`config.mk`:
```
export PLATFORM = sky130hd
export DESIGN_NAME = rx_desc_fetch
export DESIGN_NICKNAME = d
export VERILOG_FILES = /design/src/rtl/rdf_pkg.sv /design/src/rtl/rdf_ctrl.sv /design/src/rtl/rdf_dpath.sv /design/src/rtl/rx_desc_fetch.sv
export SDC_FILE = /design/constraint.sdc
export NUM_CORES = 1
export LEC_CHECK = 0
export BUFFER_PORTS_ARGS = -buffer_cell sky130_fd_sc_hd__buf_2
export CORE_UTILIZATION = 46
export DETAILED_ROUTE_END_ITERATION = 8
export GPL_ROUTABILITY_DRIVEN = 0
export PLACE_DENSITY = 0.81
export SYNTH_ARGS = -nofsm -noshare
export SYNTH_HDL_FRONTEND = slang
export SYNTH_SLANG_ARGS = --single-unit
```
`constraint.sdc`:
```
create_clock -name clk -period 1.85 [get_ports clk]
set_input_delay 0.0925 -clock clk [delete_from_list [all_inputs] [get_ports clk]]
set_output_delay 0.0925 -clock clk [all_outputs]
set_load 0.01 [all_outputs]
```
`src/rtl/rdf_pkg.sv`:
```
package rdf_pkg;
  typedef enum logic [1:0] {
    ST_STOP  = 2'b00,
    ST_RUN   = 2'b01,
    ST_SUSP  = 2'b10,
    ST_FETCH = 2'b11
  } rdf_state_e;

  localparam logic [1:0] SEL_BASE  = 2'b00;
  localparam logic [1:0] SEL_START = 2'b01;
  localparam logic [1:0] SEL_STOP  = 2'b10;
  localparam logic [1:0] SEL_POLL  = 2'b11;

  typedef struct packed {
    logic baseWr;
    logic ptrLoad;
  } rdf_strobe_t;
endpackage

```
`src/rtl/rdf_ctrl.sv`:
```
module rdf_ctrl
  import rdf_pkg::*;
(
  input  logic        clk,
  input  logic        rstN,
  input  logic        regWrEn,
  input  logic [1:0]  regSel,
  input  logic        memReqReady,
  input  logic        memRspValid,
  input  logic        memRspOwn,
  output rdf_strobe_t strobe,
  output rdf_state_e  state,
  output logic        reqOut,
  output logic        resumePulse,
  output logic        bufUnavail
);
  logic fromPoll;
  logic stopPend;
  logic cmdStart, cmdStop, cmdPoll, rspTake;

  assign cmdStart = regWrEn && (regSel == SEL_START);
  assign cmdStop  = regWrEn && (regSel == SEL_STOP);
  assign cmdPoll  = regWrEn && (regSel == SEL_POLL);
  assign rspTake  = (state == ST_FETCH) && !reqOut && memRspValid;

  always_comb begin
    strobe.baseWr  = regWrEn && (regSel == SEL_BASE) && (state == ST_STOP);
    strobe.ptrLoad = cmdStart && (state == ST_STOP);
  end

  always_ff @(posedge clk) begin
    if (!rstN) begin
      state       <= ST_STOP;
      reqOut      <= 1'b0;
      fromPoll    <= 1'b0;
      stopPend    <= 1'b0;
      resumePulse <= 1'b0;
      bufUnavail  <= 1'b0;
    end else begin
      resumePulse <= 1'b0;
      bufUnavail  <= 1'b0;
      case (state)
        ST_STOP: if (cmdStart) begin
          state    <= ST_FETCH;
          reqOut   <= 1'b1;
          fromPoll <= 1'b0;
          stopPend <= 1'b0;
        end
        ST_RUN: if (cmdStop) state <= ST_STOP;
        ST_SUSP: begin
          if (cmdStop) begin
            state <= ST_STOP;
          end else if (cmdPoll) begin
            state    <= ST_FETCH;
            reqOut   <= 1'b1;
            fromPoll <= 1'b1;
            stopPend <= 1'b0;
          end
        end
        default: begin
          if (cmdStop) stopPend <= 1'b1;
          if (reqOut && memReqReady) reqOut <= 1'b0;
          if (rspTake) begin
            if (stopPend || cmdStop) begin
              state <= ST_STOP;
            end else if (memRspOwn) begin
              state       <= ST_RUN;
              resumePulse <= fromPoll;
            end else begin
              state      <= ST_SUSP;
              bufUnavail <= !fromPoll;
            end
          end
        end
      endcase
    end
  end
endmodule

```
`src/rtl/rdf_dpath.sv`:
```
module rdf_dpath
  import rdf_pkg::*;
#(
  parameter int ADDR_W = 32,
  parameter int BUS_W  = 32
) (
  input  logic              clk,
  input  logic              rstN,
  input  rdf_strobe_t       strobe,
  input  logic [ADDR_W-1:0] regWrData,
  output logic [ADDR_W-1:0] baseReg,
  output logic [ADDR_W-1:0] curPtr
);
  localparam int ALIGN_BITS = $clog2(BUS_W / 8);
  localparam logic [ADDR_W-1:0] KEEP_MASK =
    {{(ADDR_W - ALIGN_BITS){1'b1}}, {ALIGN_BITS{1'b0}}};

  always_ff @(posedge clk) begin
    if (!rstN) begin
      baseReg <= '0;
      curPtr  <= '0;
    end else begin
      if (strobe.baseWr)  baseReg <= regWrData & KEEP_MASK;
      if (strobe.ptrLoad) curPtr  <= baseReg;
    end
  end
endmodule

```
`src/rtl/rx_desc_fetch.sv`:
```
module rx_desc_fetch
  import rdf_pkg::*;
#(
  parameter int ADDR_W = 32,
  parameter int BUS_W  = 32
) (
  input  logic              clk,
  input  logic              rstN,
  input  logic              regWrEn,
  input  logic [1:0]        regSel,
  input  logic [ADDR_W-1:0] regWrData,
  output logic [ADDR_W-1:0] baseAddr,
  output logic [ADDR_W-1:0] curDescPtr,
  output logic [1:0]        runState,
  output logic              memReqValid,
  input  logic              memReqReady,
  output logic [ADDR_W-1:0] memReqAddr,
  input  logic              memRspValid,
  input  logic              memRspOwn,
  output logic              resumePulse,
  output logic              bufUnavail
);
  rdf_strobe_t strobe;
  rdf_state_e  state;

  rdf_ctrl u_ctrl (
    .clk(clk), .rstN(rstN), .regWrEn(regWrEn), .regSel(regSel),
    .memReqReady(memReqReady), .memRspValid(memRspValid), .memRspOwn(memRspOwn),
    .strobe(strobe), .state(state), .reqOut(memReqValid),
    .resumePulse(resumePulse), .bufUnavail(bufUnavail)
  );

  rdf_dpath #(.ADDR_W(ADDR_W), .BUS_W(BUS_W)) u_dpath (
    .clk(clk), .rstN(rstN), .strobe(strobe), .regWrData(regWrData),
    .baseReg(baseAddr), .curPtr(curDescPtr)
  );

  assign runState   = state;
  assign memReqAddr = curDescPtr;
endmodule

```
Word-level counts from Yosys, hierarchy flattened
Index checks and enable logic that the tools add are counted. W data, S select, Z words.

Input port bits: 40. Logic and storage cells: 66. Flip-flop bits (word level): 67. Output and inout port bits: 101.

Multiplexer cells: 19. Bitwise operators: 4. Equal/unequal tests: 11. Reduce and logical (&&, ||, !) cells: 24.

Operators with widths (number): $mux W2 (7); $reduce_or A7 Y1 (2); $reduce_and A5 Y1 (2); $logic_and A1 B1 Y1 (9); $eq A2 B2 Y1 const B (4); $mux W1 (8); $reduce_and A4 Y1 (2); $ne A2 B1 Y1 const B (3); $pmux W1 S3 (2); $pmux W2 S3 (1); $reduce_bool A3 Y1 (2); $eq A2 B1 Y1 const B (2); $logic_not A2 Y1 (2); $not A1 Y1 (4); $reduce_bool A4 Y1 (1); $ne A3 B1 Y1 const B (1); $logic_not A1 Y1 (2); $ne A2 B2 Y1 const B (1); $pmux W1 S2 (1); $reduce_bool A2 Y1 (1); $logic_or A1 B1 Y1 (1).

Depth between registers and ports, before layout
Gate-level depths: netlist of the first run.

Depth after elaboration: 6. Gate-level depth with buffers: 7.

Modules after synthesis
A second synthesis of the first run with hierarchy kept.

Cell total of the unflattened synthesis: 288. Area total of the unflattened synthesis: 3124.2 µm².

Modules (own cells, without submodules): rdf_dpath (times used 1, cells each 199, sequential area each 1201.2 µm², area an instance 2376.0 µm²); rdf_ctrl (times used 1, cells each 57, sequential area each 140.1 µm², area an instance 508.0 µm²); rx_desc_fetch (times used 1, cells each 32, sequential area each 0.0 µm², area an instance 240.2 µm²).

Worst setup path before layout of the first run
Ideal clock, no wire load.

Kind: reg-to-reg. Start: register u_ctrl.state[0]. End: register u_dpath.curPtr[10]. Data arrival time: 1535 ps. Buffers on the path: 1. Stages on the path, launching flop included: 8. Slack: 245 ps. Data required time: 1780 ps. Cell sequence: dfxtp_1 > inv_1 > ha_1 > nor2b_4 > nand3_1 > clkbuf_1 > nand2_1 > a21boi_1.

Word-level cells in the longest chain between the ends: 2.

RTL lines: from (decl) (RTL line rdf_ctrl.sv:12) `output rdf_state_e state,`; from (signal assigned) (RTL line rdf_ctrl.sv:33) `state <= ST_STOP;`; from (signal assigned) (RTL line rdf_ctrl.sv:44) `state <= ST_FETCH;`; from (signal assigned) (RTL line rdf_ctrl.sv:49) `ST_RUN: if (cmdStop) state <= ST_STOP;`; $logic_not A2 Y1 (RTL line rdf_ctrl.sv:28) `strobe.ptrLoad = cmdStart && (state == ST_STOP);`; $logic_and A1 B1 Y1 (RTL line rdf_ctrl.sv:28); to (signal assigned) (RTL line rdf_dpath.sv:24) `if (strobe.ptrLoad) curPtr <= baseReg;`; to (decl) (RTL line rdf_dpath.sv:12) `output logic [ADDR_W-1:0] curPtr`.

No other way between the ends. A chain may end at the register's enable or synchronous reset.

Worst setup path after layout of the first run
Start: register u_ctrl.state[0]. End: register u_ctrl.state[0].

Word-level cells in the longest chain between the ends: 5. Elaborated cells on any way between the ends: 12. Those cells by class: eq/ne: 6; mux: 1; reduce/logical: 5.

RTL lines: $eq A2 B2 Y1 (RTL line rdf_ctrl.sv:24) `assign rspTake = (state == ST_FETCH) && !reqOut && memRspValid;`; $logic_and A1 B1 Y1 (2 in a row) (RTL line rdf_ctrl.sv:24); $reduce_bool A4 Y1 (no line); $reduce_and A4 Y1 (no line).

Several ways; a longest one is shown, not always the timed one.

==> qor.yml, run 1 <==
status: "complete, no violations"
worstSetupStartpointType: "flop"
grt_use_met1: 0.259
use_met2: 0.355
fin_util: 0.634
avgSynthCellArea_um2: 8.49
cp_slowest_cell: "dfxtp_1"
min-delay-path-class: "primary input to flop"
hold_end: "u_dpath.baseReg[2]$_SDFFE_PN0P_"
firstDrtPassIters: 4
cp_num_buf_inv: 1
synth_cells: 351
start_util: 0.489
max-clock-path-buffers: 2
die_w_um: 82.5
design_power_total_w: 0.00354
cp.arrival_ns: 1.97
rrSetupSlack_ns: 0.09
yosysWarnings: 0
finalHoldViolations: 0
rsz0062_at_grt: "false"
antenna_left: 0
reg2reg_from: "u_ctrl.state[0]$_SDFFE_PN0P_"
grt_util_all_layers: 0.213
drive_above_1_share: 0.331
vias: 2682
drv_slew: 0
tns_ns: 0
rows: 28
cp-end-kind: "flop"
drtIter0Drc: 119
layout-area-overhead-vs-synth_pct: 29.8
rr_endpoint: "u_ctrl.state[0]$_SDFFE_PN0P_"
synth-seq-area-share: 0.450
critPathMaxFanout: 6
clk_pin_slew_ns: 0.07
grt_max_degree: 36
crit_cells: 6
crit_required_ns: 2.06
cts_buffers: 9
yosysTopAreaCell: "dfxtp_1"
post_cts_buffers: 0
ir_drop_mv: 0.713
max_freq_ghz: 0.567
grt_pass1_vias: 2363
hold_path_depth: 3
dieArea_mm2: 0.00680
core_mm2: 0.00610
synth_area_mm2: 0.00298
timing.final.crit_share: 0.953
drv_cap: 0
gr-total-overflow: 0
cts.sinks: 67
p_seq_frac: 0.442
diodes: 0
finalSetupViolations: 0
portBuffers: 132
cts-root-buf: "clkbuf_8"
yosys-top-cells-area: "dfxtp_1, nand2_1, a21boi_1, buf_4, ha_1"
clk-insertion-delay-late_ns: 0.33
critical_path.max_stage_delay_ns: 0.43
fin_nets: 516
p_int_w: 0.00255
reg2reg_depth: 6
met3_usage: 0.0582
drc: 0
vias_per_cell: 4.88
grt_pass1_wl_um: 10800
busiest_layer: "met2"
ys_ff_latch: 67
combinationalPowerShare: 0.218
ctsHtreeMaxLevel: 3
ys_types: 33
netSwitchingPower_w: 0.000998
cp_cell_sequence: "inv_1, ha_1, o2bb2ai_1, o311ai_4, a311oi_1, a211oi_1"
place_hpwl_um: 4560
cts_tree: "done"
routed_wl_um: 7050
p_clk_frac: 0.341
skew_ns: 0.00638
routedWlPerCell_um: 12.8
io_pins: 141
p_leak_nw: 1.82
hold_ws_ns: 0.00581
switching_share: 0.281
antenna_found_initial: 0
hold_start: "regWrData[2]"
num-fill-cells: 528
worst-setup-path-type: "flop to flop"
p_per_area_mw_per_mm2: 917
die_height_um: 82.5
critical-path-top-delay-family: "compound AO/OA/AOI/OAI gates"
fin_crit_ns: 1.76
synth_top_area_share: 0.450
## sequential cells by signal (all words and copies together), names as in the netlist
register / cells
u_ctrl.bufUnavail: 1
u_ctrl.fromPoll: 1
u_ctrl.stopPend: 1
u_dpath.curPtr: 30
u_ctrl.resumePulse: 1
u_ctrl.reqOut: 1
u_ctrl.state: 2
u_dpath.baseReg: 30
## placed cells by master, fill, tap and decap left out, drive strengths merged, types with 3 or more instances in the layout
master,n
a21boi,61
and3b,3
buf,138
clkbuf,13
conb,6
dfxtp,67
dlygate4sd3,22
ha,5
inv,3
nand2,125
nor2b,4
nor3,3
o21ai,4
## kinds of logic after synthesis
group,after synthesis,synth area share
fa+ha+maj,5,0.0210
mux,1,0.00336
buf+inv,59,0.132
other cells,1,0.00126
simple gates,144,0.204
compound gates,74,0.188
flops,67,0.450
## cells in the mapped netlist
cell type  count
a311oi_1       2
and3b_2        1
a211oi_1       2
nand4_1        1
buf_6          3
buf_4         39
nor3_1         3
nand3_1        1
nand4b_1       1
nor2_1         2
ha_1           5
a21boi_1      60
o211a_1        2
clkbuf_1      12
a21boi_0       1
nor2b_4        1
and3b_1        2
nand4bb_1      1
o21ai_0        4
buf_2          1
dfxtp_1       67
and3_4         1
o311ai_2       1
nand3b_1       1
a21oi_1        1
clkbuf_2       1
inv_1          3
o2bb2ai_1      1
nand2_1      125
nor3b_1        1
nor2b_1        3
conb_1         1
mux2i_1        1
## worst min-delay path: stages
cell	delay [ns]
buf_2	0.10
nand2_1	0.05
a21boi_1	0.05
## per-stage QoR
| stage | instances | cell area, um^2 | setup WS, ns |
|---|---|---|---|
| 6_report | 550 | 3870 | 0.0867 |
| 5_1_grt | 550 | 3870 | 0.00136 |
| 4_1_cts | 549 | 3830 | 0.0194 |
| 3_5_place_dp | 513 | 3430 | 0.0515 |
| 3_3_place_gp | 513 | 3430 | 0.105 |
| 2_1_floorplan | 356 | 3000 | 0.245 |
## layer usage
metal / vias to the layer above / share of wire / routed length, um
met2: 99 / 0.49 / 3440
li1: 1340 / - / -
met4: 0 / 0.021 / 150
met1: 1226 / 0.44 / 3080
met3: 17 / 0.053 / 372
met5: - / 0 / 0
## repair_timing
item | CTS | global route
hold endpoints to repair | 21 | 1
gates resized for setup | 0 | 4
hold buffers | 21 | 1
endpoints found under the setup margin | 0 | 32
## final cells by class
| class | count | area [um^2] | area share |
|---|---|---|---|
| multi-input combinational | 230 | 1290 | 0.333 |
| inverter | 3 | 11.3 | 0.00291 |
| clock inverter | 2 | 35.0 | 0.00906 |
| timing repair buffer | 160 | 938 | 0.243 |
| tap | 75 | 93.8 | 0.0243 |
| clock buffer | 13 | 159 | 0.0411 |
| sequential | 67 | 1340 | 0.347 |
## power by group through the flow
stage / Sequential (W) / Clock [W] / Combinational, W
4_1_cts: 0.00157 / 0.00123 / 0.000709
5_1_grt: 0.00157 / 0.00131 / 0.000851
2_1_floorplan: 0.00162 / 0 / 0.000447
3_5_place_dp: 0.00160 / 0 / 0.000670
6_report: 0.00157 / 0.00121 / 0.000771
3_3_place_gp: 0.00159 / 0 / 0.000654
## worst max path at each step
stage          slack, ns                          from                          endpoint
2_1_floorplan       0.24  u_ctrl.state[0]$_SDFFE_PN0P_   u_dpath.curPtr[10]$_SDFFE_PN0P_
3_3_place_gp        0.11  u_ctrl.state[0]$_SDFFE_PN0P_  u_dpath.baseReg[20]$_SDFFE_PN0P_
3_5_place_dp        0.05  u_ctrl.state[0]$_SDFFE_PN0P_  u_dpath.baseReg[28]$_SDFFE_PN0P_
4_1_cts             0.02  u_ctrl.state[0]$_SDFFE_PN0P_  u_dpath.baseReg[28]$_SDFFE_PN0P_
5_1_grt            0.001  u_ctrl.state[0]$_SDFFE_PN0P_      u_ctrl.state[1]$_SDFFE_PN0P_
6_report            0.09  u_ctrl.state[0]$_SDFFE_PN0P_      u_ctrl.state[0]$_SDFFE_PN0P_
(Power assumes the default switching activity.)
==> run 2: changes to the inputs <==
--- a/config.mk
+++ b/config.mk
@@ -6,10 +6,10 @@
 export NUM_CORES = 1
 export LEC_CHECK = 0
 export BUFFER_PORTS_ARGS = -buffer_cell sky130_fd_sc_hd__buf_2
-export CORE_UTILIZATION = 46
+export CORE_UTILIZATION = 42
 export DETAILED_ROUTE_END_ITERATION = 8
 export GPL_ROUTABILITY_DRIVEN = 0
-export PLACE_DENSITY = 0.81
+export PLACE_DENSITY = 0.78
 export SYNTH_ARGS = -nofsm -noshare
 export SYNTH_HDL_FRONTEND = slang
 export SYNTH_SLANG_ARGS = --single-unit
==> constraint.sdc (replaced) <==
create_clock -name clk -period 1.5 [get_ports clk]
set_input_delay 0.075 -clock clk [delete_from_list [all_inputs] [get_ports clk]]
set_output_delay 0.075 -clock clk [all_outputs]
set_load 0.01 [all_outputs]
==> qor.yml, run 2 (same netlist as run 1, synthesis figures left out) <==
layout-area-overhead-vs-synth_pct: 51.0
num-fill-cells: 587
core_mm2: 0.00683
portBuffers: 132
routedWlPerCell_um: 13.3
rrSetupSlack_ns: -0.08
firstDrtPassIters: 5
timing.final.crit_share: 1.05
grt_pass1_vias: 2560
busiest_layer: "met2"
drv_slew: 0
most-common-layout-cells: "buf_2, nand2_1, dfxtp_1"
reg2reg_depth: 7
vias_per_cell: 4.67
antenna_found_initial: 0
crit_required_ns: 1.76
cp_slowest_cell: "dfxtp_4"
p_leak_nw: 2.18
routed_wl_um: 7990
die_height_um: 86.2
rr_endpoint: "u_dpath.curPtr[30]$_SDFFE_PN0P_"
multi_input_area_mm2: 0.00152
finalSetupViolations: 51
drc: 0
finalHoldViolations: 0
cp.arrival_ns: 1.84
place_hpwl_um: 4780
start_util: 0.436
place_area_mm2: 0.00358
use_met2: 0.359
die_w_um: 86.2
layout_commonest_cell: "buf_2"
critPathMaxFanout: 8
io_pins: 141
drive_above_1_share: 0.441
ir_drop_mv: 0.661
stdcell_area_mm2: 0.00450
hold_end: "u_ctrl.reqOut$_SDFFE_PN0P_"
reg_top3: "u_dpath.baseReg: 30 flops, u_dpath.curPtr: 30 flops, u_ctrl.state: 2 flops"
worstSetupStartpointType: "flop"
grt_util_all_layers: 0.204
cp_cell_sequence: "inv_4, ha_4, nor2b_4, and3_4, clkbuf_16, nand2_4, a21boi_1"
clk-insertion-delay-late_ns: 0.33
grt_max_degree: 45
max-clock-path-buffers: 2
hold_start: "rstN"
setup_slack_ns: -0.0798
violations: "setup timing"
grt_use_met1: 0.237
hold_path_depth: 2
vias: 2798
tns_ns: -1.20
worst-setup-path-type: "flop to flop"
seq_area_mm2: 0.00135
antenna_left: 0
max_freq_ghz: 0.633
diodes: 0
status: "complete, but fails checks"
clk_pin_slew_ns: 0.08
met3_usage: 0.0533
min-delay-path-class: "primary input to flop"
cts_buffers: 9
skew_ns: 0.00779
cp-end-kind: "flop"
drtIter0Drc: 96
rows: 30
cts_tree: "done"
drv_cap: 0
cts.sinks: 67
fin_crit_ns: 1.58
critical_path.max_stage_delay_ns: 0.38
grt_pass1_wl_um: 11800
gr-total-overflow: 0
ctsHtreeMaxLevel: 3
p_per_area_mw_per_mm2: 1090
rsz0062_at_grt: "true"
reg2reg_from: "u_ctrl.state[0]$_SDFFE_PN0P_"
cts-root-buf: "clkbuf_8"
dieArea_mm2: 0.00744
fin_nets: 543
## run 2: cell count changes in the layout (fill, tap and decap cells not counted), sizes merged
| cell | previous run | this run |
|---|---|---|
| inv | 3 | 4 |
| dlygate4sd3 | 22 | 32 |
| buf | 138 | 151 |
| clkbuf | 13 | 14 |
| clkinv | 1 | 2 |
| clkinvlp | 0 | 2 |
## run 2: metrics by stage
step,setup WS [ns],utilization,total power [W],cells,hold WS (ns)
6_report,-0.0798,0.659,0.00491,599,0.168
5_1_grt,-0.130,0.659,0.00514,599,0.176
4_1_cts,-0.0264,0.615,0.00475,593,0.152
3_5_place_dp,-0.119,0.524,0.00295,542,0.300
3_3_place_gp,-0.0368,0.524,0.00291,542,0.290
2_1_floorplan,0.0473,-,0.00256,356,0.152
## run 2: area by class of cell
class,count,area share
Tap cell,96,0.0267
Sequential cell,67,0.299
Clock buffer,10,0.0306
Timing Repair Buffer,187,0.289
Inverter,3,0.00306
Clock inverter,6,0.0142
Multi-Input combinational cell,230,0.337
## run 2: worst max-delay path: cells and delay by family, from the launching register on
kind	cells	cell delay, ns
AOI/OAI and AO/OA	1	0.16
adders and majority gates	1	0.16
buffers and inverters	2	0.27
DFF	1	0.38
and+or+nand+nor	3	0.53
## run 2: how the worst max path moves through the flow
| stage | from | depth (start not counted) | slack [ns] | to |
|---|---|---|---|---|
| 2_1_floorplan | u_ctrl.state[0]$_SDFFE_PN0P_ | 7 | 0.05 | u_dpath.baseReg[10]$_SDFFE_PN0P_ |
| 3_3_place_gp | u_ctrl.state[0]$_SDFFE_PN0P_ | 7 | -0.04 | u_dpath.baseReg[26]$_SDFFE_PN0P_ |
| 3_5_place_dp | u_ctrl.state[1]$_SDFFE_PN0P_ | 6 | -0.12 | u_ctrl.state[1]$_SDFFE_PN0P_ |
| 4_1_cts | u_ctrl.state[1]$_SDFFE_PN0P_ | 6 | -0.03 | u_ctrl.state[1]$_SDFFE_PN0P_ |
| 5_1_grt | u_ctrl.state[0]$_SDFFE_PN0P_ | 7 | -0.13 | u_dpath.baseReg[29]$_SDFFE_PN0P_ |
| 6_report | u_ctrl.state[0]$_SDFFE_PN0P_ | 7 | -0.08 | u_dpath.curPtr[30]$_SDFFE_PN0P_ |
## run 2: per-layer routing
layer / up-vias / share of wire
li1: 1396 / -
met1: 1290 / 0.43
met2: 99 / 0.50
met3: 13 / 0.053
met4: 0 / 0.015
met5: - / 0
## run 2: repair_timing
item | CTS | global route
hold endpoints to repair | 33 | 0
hold buffers | 32 | 0
pin swaps | 8 | 44
setup buffers | 3 | 2
gates cloned | 0 | 4
setup endpoints to repair | 65 | 65
resized for setup | 17 | 49
## run 2: power breakdown
part           total, W  switching, W  internal [W]
Sequential      0.00195     0.0000820       0.00187
Clock           0.00151      0.000699      0.000813
Combinational   0.00145      0.000710      0.000744
